===== config.mk =====
export PLATFORM = sky130hd
export DESIGN_NAME = pme_root_status
export DESIGN_NICKNAME = d
export VERILOG_FILES = /design/src/rtl/pme_rs_pkg.sv /design/src/rtl/pme_rs_cfg_dec.sv /design/src/rtl/pme_rs_ctrl_reg.sv /design/src/rtl/pme_rs_core.sv /design/src/rtl/pme_root_status.sv
export SDC_FILE = /design/constraint.sdc
export NUM_CORES = 1
export LEC_CHECK = 0
export BUFFER_PORTS_ARGS = -buffer_cell sky130_fd_sc_hd__buf_2
export CAP_MARGIN = 20
export CORE_ASPECT_RATIO = 0.9
export CORE_MARGIN = 5
export CORE_UTILIZATION = 25
export DETAILED_ROUTE_END_ITERATION = 10
export MAX_ROUTING_LAYER = met4
export SLEW_MARGIN = 0
export SYNTH_ARGS = -nofsm -noshare
export SYNTH_HDL_FRONTEND = slang
export SYNTH_SLANG_ARGS = --single-unit

===== constraint.sdc =====
create_clock -name clk_i -period 1.73 [get_ports clk_i]
set_input_delay 0.173 -clock clk_i [delete_from_list [all_inputs] [get_ports clk_i]]
set_output_delay 0.173 -clock clk_i [all_outputs]
set_load 0.02 [all_outputs]

===== src/rtl/pme_rs_pkg.sv =====
package pme_rs_pkg;
  parameter int unsigned BUS_W = 8;
  parameter int unsigned DEV_W = 5;
  parameter int unsigned FN_W  = 3;
  localparam int unsigned RID_W = BUS_W + DEV_W + FN_W;
  localparam int unsigned CTRL_W = 16;
  localparam int unsigned STAT_W = 32;
  localparam int unsigned ST_BIT = RID_W;      // PME status
  localparam int unsigned PD_BIT = RID_W + 1;  // PME pending
  localparam int unsigned EN_BIT = 3;          // PME interrupt enable in control

  typedef enum logic [1:0] {
    SZ_BYTE  = 2'd0,
    SZ_WORD  = 2'd1,
    SZ_DWORD = 2'd2,
    SZ_RSVD  = 2'd3
  } acc_size_e;

  function automatic logic [RID_W-1:0] pack_rid(input logic [BUS_W-1:0] bus,
                                                input logic [DEV_W-1:0] dev,
                                                input logic [FN_W-1:0]  fn);
    return {bus, dev, fn};
  endfunction
endpackage


===== src/rtl/pme_rs_cfg_dec.sv =====
module pme_rs_cfg_dec
  import pme_rs_pkg::*;
(
  input  logic       wr_i,
  input  logic       sel_i,
  input  logic [1:0] size_i,
  input  logic       st_bit_i,
  output logic       ctrl_we_o,
  output logic       ack_o
);
  acc_size_e sz;
  assign sz        = acc_size_e'(size_i);
  assign ctrl_we_o = wr_i && !sel_i && (sz == SZ_WORD);
  assign ack_o     = wr_i &&  sel_i && (sz == SZ_DWORD) && st_bit_i;
endmodule


===== src/rtl/pme_rs_ctrl_reg.sv =====
module pme_rs_ctrl_reg
  import pme_rs_pkg::*;
(
  input  logic              clk_i,
  input  logic              rst_ni,
  input  logic              we_i,
  input  logic [CTRL_W-1:0] wdata_i,
  output logic [CTRL_W-1:0] ctrl_o,
  output logic [CTRL_W-1:0] ctrl_nxt_o
);
  logic [CTRL_W-1:0] ctrl_q;

  assign ctrl_nxt_o = we_i ? wdata_i : ctrl_q;
  assign ctrl_o     = ctrl_q;

  always_ff @(posedge clk_i or negedge rst_ni) begin
    if (!rst_ni) ctrl_q <= '0;
    else         ctrl_q <= ctrl_nxt_o;
  end
endmodule


===== src/rtl/pme_rs_core.sv =====
module pme_rs_core
  import pme_rs_pkg::*;
(
  input  logic              clk_i,
  input  logic              rst_ni,
  input  logic              ack_i,
  input  logic              inj_i,
  input  logic [RID_W-1:0]  inj_rid_i,
  input  logic              hp_evt_i,
  input  logic              pwr_pme_i,
  input  logic [RID_W-1:0]  port_rid_i,
  input  logic              pme_en_i,
  output logic [STAT_W-1:0] stat_o,
  output logic              pme_irq_o,
  output logic              hp_irq_o
);
  logic             st_q, st_d;
  logic             pd_q, pd_d;
  logic             def_q, def_d;
  logic [RID_W-1:0] id_q, id_d;
  logic [RID_W-1:0] hold_q, hold_d;
  logic             pme_fire, hp_fire;
  logic             any_inj;
  logic [RID_W-1:0] src_rid;

  assign any_inj = inj_i || (hp_evt_i && pwr_pme_i);
  assign src_rid = inj_i ? inj_rid_i : port_rid_i;

  always_comb begin
    st_d     = st_q;
    pd_d     = pd_q;
    def_d    = def_q;
    id_d     = id_q;
    hold_d   = hold_q;
    pme_fire = 1'b0;
    hp_fire  = 1'b0;
    // acknowledge is applied ahead of any same-cycle injection
    if (ack_i) begin
      if (pd_q) begin
        id_d     = hold_q;
        pd_d     = 1'b0;
        pme_fire = pme_en_i;
      end else begin
        st_d = 1'b0;
        if (def_q) begin
          def_d   = 1'b0;
          hp_fire = 1'b1;
        end
      end
    end
    if (hp_evt_i) begin
      if (pwr_pme_i) def_d   = 1'b1;
      else           hp_fire = 1'b1;
    end
    if (any_inj) begin
      if (st_d) begin
        pd_d   = 1'b1;
        hold_d = src_rid;
      end else begin
        id_d     = src_rid;
        st_d     = 1'b1;
        pd_d     = 1'b0;
        pme_fire = pme_en_i;
      end
    end
  end

  always_ff @(posedge clk_i or negedge rst_ni) begin
    if (!rst_ni) begin
      st_q      <= 1'b0;
      pd_q      <= 1'b0;
      def_q     <= 1'b0;
      id_q      <= '0;
      hold_q    <= '0;
      pme_irq_o <= 1'b0;
      hp_irq_o  <= 1'b0;
    end else begin
      st_q      <= st_d;
      pd_q      <= pd_d;
      def_q     <= def_d;
      id_q      <= id_d;
      hold_q    <= hold_d;
      pme_irq_o <= pme_fire;
      hp_irq_o  <= hp_fire;
    end
  end

  assign stat_o = {{(STAT_W-RID_W-2){1'b0}}, pd_q, st_q, id_q};
endmodule


===== src/rtl/pme_root_status.sv =====
module pme_root_status
  import pme_rs_pkg::*;
(
  input  logic        clk_i,
  input  logic        rst_ni,
  input  logic        cfg_wr_i,
  input  logic        cfg_sel_i,
  input  logic [1:0]  cfg_size_i,
  input  logic [31:0] cfg_wdata_i,
  output logic [31:0] cfg_rdata_o,
  input  logic        pme_inj_i,
  input  logic [7:0]  pme_bus_i,
  input  logic [4:0]  pme_dev_i,
  input  logic [2:0]  pme_fn_i,
  input  logic        hp_evt_i,
  input  logic        pme_req_pwr_i,
  input  logic [15:0] port_rid_i,
  output logic        pme_irq_o,
  output logic        hp_irq_o
);
  logic              ctrl_we, ack;
  logic [CTRL_W-1:0] ctrl_q, ctrl_nxt;
  logic [STAT_W-1:0] stat_q;

  pme_rs_cfg_dec i_dec (
    .wr_i      (cfg_wr_i),
    .sel_i     (cfg_sel_i),
    .size_i    (cfg_size_i),
    .st_bit_i  (cfg_wdata_i[ST_BIT]),
    .ctrl_we_o (ctrl_we),
    .ack_o     (ack)
  );

  pme_rs_ctrl_reg i_ctrl (
    .clk_i      (clk_i),
    .rst_ni     (rst_ni),
    .we_i       (ctrl_we),
    .wdata_i    (cfg_wdata_i[CTRL_W-1:0]),
    .ctrl_o     (ctrl_q),
    .ctrl_nxt_o (ctrl_nxt)
  );

  pme_rs_core i_core (
    .clk_i      (clk_i),
    .rst_ni     (rst_ni),
    .ack_i      (ack),
    .inj_i      (pme_inj_i),
    .inj_rid_i  (pack_rid(pme_bus_i, pme_dev_i, pme_fn_i)),
    .hp_evt_i   (hp_evt_i),
    .pwr_pme_i  (pme_req_pwr_i),
    .port_rid_i (port_rid_i),
    .pme_en_i   (ctrl_nxt[EN_BIT]),
    .stat_o     (stat_q),
    .pme_irq_o  (pme_irq_o),
    .hp_irq_o   (hp_irq_o)
  );

  assign cfg_rdata_o = cfg_sel_i ? stat_q : {{(32-CTRL_W){1'b0}}, ctrl_q};
endmodule


==> impl_metrics.json, run 1 <==
{
  "drive_gt1_share_pct": 44.00,
  "seq_power_share_pct": 46.0,
  "post-dp-hpwl_um": 4713,
  "yosys-top-cells-count": "53 x dfrtp_1, 48 x mux2i_1, 32 x mux2_2, 20 x nand2_1, 16 x o21ai_0",
  "combinationalPowerShare_pct": 25.5,
  "yosysSeqAreaShare_pct": 49.05,
  "r2r_slack_ns": 0.27,
  "dieArea_um2": 13000,
  "netlist_instances": 217,
  "hold_end": "i_ctrl.ctrl_o[2]$_DFFE_PN0N_",
  "num_rows": 36,
  "r2r_end": "i_core.id_q[10]$_DFF_PN0_",
  "cts_root_buf": "clkbuf_16",
  "ioPinCount": 107,
  "yosysUniqueCellTypes": 28,
  "clock-sinks": 53,
  "synth_edf_count": 0,
  "net-switching-power_mw": 1.037,
  "die_h_um": 108.7,
  "cp.arrival_ns": 1.61,
  "grt_pass1_vias": 2027,
  "drc": 0,
  "vdd_ir_drop_max_uv": 365.1,
  "portBuffers": 77,
  "post-cts-setup-buffers": 0,
  "period_share_pct": 84.12,
  "async_reset_ff_share_pct": 100.0,
  "cts-buffers-inserted": 5,
  "cap_violations": 0,
  "hold_path.class": "in -> reg",
  "ys_seq_elements": 53,
  "power_mw": 3.539,
  "dr_total_vias": 1854,
  "met1_usage_pct": 11.73,
  "grtUsageMet2_pct": 18.15,
  "busiest_layer": "met2",
  "min_delay_path_depth": 2,
  "worstSetupEndpointType": "register",
  "r2r-start": "i_core.pd_q$_DFFE_PN0P_",
  "worstHoldStart": "cfg_wdata_i[2]",
  "yosys.area.top_type": "dfrtp_1",
  "status": "finished clean",
  "drt-vias-per-instance": 4.282,
  "grt_use_total_pct": 10.21,
  "core-area_um2": 10720,
  "worstPathCellList": "nand2b_1 -> o21ai_4 -> nand2_4 -> mux2i_1",
  "p_sw_share_pct": 29.29,
  "drv_slew": 0,
  "grt_setup_unrepaired": "false",
  "synthTopCellsByArea": "dfrtp_1 49%, mux2i_1 18%, mux2_2 13%",
  "slew_headroom_pct": 64.43,
  "htree_levels": 2,
  "p_int_mw": 2.502,
  "clkPwrFrac_pct": 28.5,
  "critical-path-slowest-cell": "dfrtp_1",
  "slowest_delay_ns": 0.41,
  "drt_iter0_markers": 48,
  "crit_path_start_kind": "register",
  "antenna_found_initial": 0,
  "clock_latency_ns": 0.29,
  "synth_top_area_share_pct": 49.05,
  "cts_resized": 0,
  "die_x_um": 119.6,
  "layout.nets": 372,
  "criticalPathCategory": "reg -> reg",
  "avgSynthCellArea_um2": 12.46,
  "cp-startpoint": "i_core.pd_q$_DFFE_PN0P_",
  "routedWlPerCell_um": 14.38,
  "hold_ws_ns": 0.1117,
  "area_delta_synth_final_pct": 24.85,
  "clockBufferDepth": 2,
  "max_freq_mhz": 687.1,
  "routabilityCongestion": 0.6907,
  "hold_viol": 0,
  "clk_pin_slew_worst_paths_ns": 0.07,
  "grt_overflow": 0,
  "start_util_pct": 25.22,
  "grt_max_degree": 33,
  "p_leak_nw": 1.698,
  "dr.pass1.iters": 4,
  "grt_pass1_wl_um": 10060,
  "yosysMostFrequentCell": "dfrtp_1",
  "cts_tree": "yes",
  "fin_setup_tns_ns": 0,
  "gr-usage-met3_pct": 1.867,
  "worst_slew_pin_slew_ns": 0.5336,
  "n_antenna_cell": 0,
  "r2r_cells": 4,
  "worstPathRequired_ns": 1.88,
  "finalSetupViolations": 0,
  "synth_ff_type": "dfrtp_1",
  "fin_crit_ns": 1.455,
  "timing.clock.skew_ns": 0.006644,
  "ys_warn_count": 0,
  "cp_max_fo": 16,
  "drtAntennaViolNets": 0,
  "power_density_nw_per_um2": 1048,
  "drt-total-wl_um": 6228,
  "synthesis.area_um2": 2704,
  "cts_hold_buf": 1
}
==> flip-flops by register name, indices dropped and copies added, names as in the netlist <==
name	cells
i_core.def_q	1
i_core.st_q	1
i_core.hp_irq_o	1
i_core.pme_irq_o	1
i_ctrl.ctrl_o	16
i_core.hold_q	16
i_core.pd_q	1
i_core.id_q	16
==> critical path, delay by kind of cell (launching register included) <==
family	cells	cell delay [ns]
AOI/OAI and AO/OA	1	0.23
DFF	1	0.41
muxes	1	0.19
and+or+nand+nor	2	0.49
==> how the worst max path moves through the flow <==
stage / endpoint / slack, ns / depth (start not counted)
floorplan: i_core.id_q[10]$_DFF_PN0_ / 0.44 / 5
global placement: i_ctrl.ctrl_o[8]$_DFFE_PN0N_ / 0.29 / 4
detailed placement: i_core.id_q[10]$_DFF_PN0_ / 0.21 / 5
CTS: i_core.id_q[10]$_DFF_PN0_ / 0.26 / 4
global route: i_core.id_q[4]$_DFF_PN0_ / 0.16 / 4
finish: i_core.id_q[10]$_DFF_PN0_ / 0.27 / 4
==> layout make-up <==
type	instances	area (um^2)
clock buffers	6	138.9
clock inverters	2	13.76
fillers	1122	7345
inverters	3	11.26
multi-input cells	149	1244
flip-flops and latches	53	1326
well taps	133	166.4
repair buffers	87	475.5
==> cell usage in the layout, fill, tap and decap left out, drive strengths merged, types with 2 or more instances in the layout <==
master | synthesis | routed
a21o | 2 | 2
a21oi | 2 | 2
and2 | 3 | 3
buf | 23 | 86
clkbuf | 2 | 6
clkinv | 0 | 2
conb | 1 | 14
dfrtp | 53 | 53
inv | 3 | 3
mux2 | 32 | 32
mux2i | 48 | 48
nand2 | 21 | 21
o21ai | 18 | 18
==> layer usage <==
metal / up-vias / share of wire (%)
met5: - / 0
met4: 0 / 1.4
met3: 8 / 4.3
met2: 46 / 51
met1: 905 / 44
li1: 895 / -
==> kinds of logic (layout without fill, tap and decap cells) <==
family / Yosys count / count (layout) / share of synthesized area (%)
multiplexers: 80 / 80 / 31.10
flip-flops: 53 / 53 / 49.05
AND/OR/NAND/NOR: 29 / 29 / 6.340
buffers and inverters: 28 / 98 / 7.311
AO/OA/AOI/OAI: 26 / 26 / 6.062
other: 1 / 14 / 0.1387
==> through the flow <==
stage,cell area (um^2),utilization (%),setup slack (ns),std cells
finish,3376,31.49,0.2747,433
CTS,3376,31.49,0.2620,433
global placement,3213,29.97,0.2866,424
detailed placement,3213,29.97,0.2111,424
floorplan,2753,-,0.4393,230
global route,3376,31.49,0.1641,433
==> power by group through the flow <==
stage                     Combinational (mW)  Clock, mW  Sequential, mW
after global placement                 0.892          0            1.65
after floorplan                        0.657          0            1.61
after global routing                    1.00       1.11            1.66
after detailed placement               0.917          0            1.65
final                                  0.904       1.01            1.63
after CTS                              0.922       1.06            1.63
Note: power is estimated with default switching activity, not from simulation.
==> run 2: changes to the inputs <==
Settings changed: ABC_AREA from default to 1.
Clock period 1.73 ns to 1.24 ns, I/O delays scaled along.
==> impl_metrics.json, run 2 <==
{
  "final_common_cell": "nand2_1",
  "hold_ws_ns": 0.06630,
  "synth_ff_type": "dfrtp_1",
  "cp.arrival_ns": 1.09,
  "grt_use_total_pct": 12.04,
  "clk_pin_slew_worst_paths_ns": 0.07,
  "timing.clock.skew_ns": 0.003028,
  "synthesis.area_um2": 3094,
  "yosys-top-cells-count": "186 x nand2_1, 53 x dfrtp_1, 37 x inv_1, 34 x nand3_1, 34 x o21ai_0",
  "grt_pass1_wl_um": 13920,
  "fillCellCount": 1313,
  "p_leak_nw": 2.265,
  "cts_tree": "yes",
  "fin_crit_ns": 1.211,
  "die_x_um": 127.3,
  "dpl-instance-area_um2": 3692,
  "fin_util_pct": 33.34,
  "yosysUniqueCellTypes": 22,
  "worstSetupEndpointType": "output port",
  "grt_setup_unrepaired": "true",
  "yosys.area.top_type": "dfrtp_1",
  "period_share_pct": 97.68,
  "drtAntennaViolNets": 0,
  "vdd_ir_drop_max_uv": 778.9,
  "grt_max_degree": 33,
  "clock-sinks": 53,
  "htree_levels": 2,
  "cts_root_buf": "clkbuf_16",
  "drc": 0,
  "hold_path.class": "in -> reg",
  "layout_common_cells": "183 x nand2_1, 75 x buf_2, 52 x dfrtp_1",
  "status": "finished clean",
  "clock_latency_ns": 0.29,
  "layoutNonFillerInstCount": 694,
  "clockBufferDepth": 2,
  "ys_seq_elements": 53,
  "dieArea_um2": 14700,
  "cp_max_fo": 2,
  "synthTopCellsByArea": "dfrtp_1 43%, nand2_1 23%, nand3_1 5.5%",
  "grt_overflow": 0,
  "cap_violations": 0,
  "dr_total_vias": 2921,
  "grt_pass1_vias": 2781,
  "fin_setup_tns_ns": 0,
  "area_delta_synth_final_pct": 30.13,
  "n_antenna_cell": 0,
  "crit_path_start_kind": "register",
  "async_reset_ff_share_pct": 100.0,
  "finalSetupViolations": 0,
  "portBuffers": 77,
  "worstPathRequired_ns": 1.12,
  "netlist_instances": 445,
  "drv_slew": 0,
  "yosysSeqAreaShare_pct": 42.86,
  "drt-vias-per-instance": 4.209,
  "power_density_nw_per_um2": 1350,
  "start_util_pct": 25.62,
  "pre_cts_slack_ns": -0.03748,
  "post-dp-hpwl_um": 6595,
  "die_h_um": 115.5,
  "place_inst": 676,
  "num_rows": 38,
  "cts-buffers-inserted": 5,
  "drive_gt1_share_pct": 23.97,
  "yosysMostFrequentCell": "nand2_1",
  "design_area_um2": 4026,
  "routabilityCongestion": 0.8043,
  "ys_warn_count": 0,
  "layout.nets": 606,
  "drt-total-wl_um": 8462,
  "avgSynthCellArea_um2": 6.953,
  "routedWlPerCell_um": 12.19,
  "dr.pass1.iters": 4,
  "core-area_um2": 12080,
  "criticalPathCategory": "reg -> out",
  "hold_viol": 0,
  "ioPinCount": 107,
  "antenna_found_initial": 0,
  "power_mw": 5.436,
  "synth_top_area_share_pct": 42.86,
  "drt_iter0_markers": 211,
  "max_freq_mhz": 825.6,
  "synth_edf_count": 0,
  "worst_slack_ns": 0.02875
}
## run 2: changes by cell type after synthesis, sizes merged, moves of 3 or more
cell    delta
a21oi     +14
and2       -3
buf        +3
clkbuf    +12
inv       +35
mux2      -31
mux2i     -48
nand2    +168
nand3     +36
nand4     +16
nor2      +17
o21ai     +16
## run 2: final timing paths
path	slack, ns	cells after the start	start	to
worst max-delay path	0.03	2	i_ctrl.ctrl_o[3]$_DFF_PN0_	cfg_rdata_o[3]
worst min register to register	0.47	2	i_core.def_q$_DFF_PN0_	i_core.def_q$_DFF_PN0_
worst max register to register	0.06	7	i_core.pd_q$_DFFE_PN0P_	i_core.id_q[15]$_DFF_PN0_
min in group asynchronous	0.31	2	rst_ni	i_core.hold_q[3]$_DFFE_PN0P_
worst min-delay path	0.07	2	pme_req_pwr_i	i_core.hp_irq_o$_DFF_PN0_
max in group asynchronous	0.44	3	rst_ni	i_core.st_q$_DFF_PN0_
## run 2: power by group
group	total, mW	internal (mW)	switching, mW
logic	1.45	0.578	0.869
registers	2.23	2.04	0.190
clock network	1.76	1.15	0.603
total	5.44	3.77	1.66
## run 2: layout make-up
cell class / instances / area [um^2] / area share [%]
Multi-Input combinational cell: 325 / 1470 / 36.51
Sequential cell: 53 / 1328 / 32.97
Timing Repair Buffer: 108 / 685.7 / 17.03
Tap cell: 160 / 200.2 / 4.972
Inverter: 40 / 152.6 / 3.791
Clock buffer: 5 / 125.1 / 3.108
Clock inverter: 3 / 65.06 / 1.616
## run 2: kinds of logic (layout without fill, tap and decap cells)
kind of cell	count (synthesis)	count (layout)	share of synthesized area, %
AND/OR/NAND/NOR	259	259	35.99
buffers and inverters	80	156	12.37
flip-flops	53	53	42.86
AO/OA/AOI/OAI	51	51	8.290
other	1	14	0.1212
multiplexers	1	1	0.3639
## run 2: what timing repair did
action,CTS,global route
endpoints found under the hold margin,14,0
hold buffers,1,0
setup buffers,3,6
endpoints found under the setup margin,3,34
resized for setup,3,15
## run 2: critical path, stage by stage (launching register included)
cell and delay, ns:
dfrtp_1 0.38, mux2_4 0.28, buf_6 0.13
## run 2: layer usage
| layer | vias up | wire length, um | track usage, % |
|---|---|---|---|
| met5 | - | 0 | - |
| met4 | 0 | 81 | 2.788 |
| met3 | 5 | 533 | 2.120 |
| met2 | 114 | 3256 | 15.99 |
| met1 | 1255 | 4592 | 18.67 |
| li1 | 1547 | - | - |
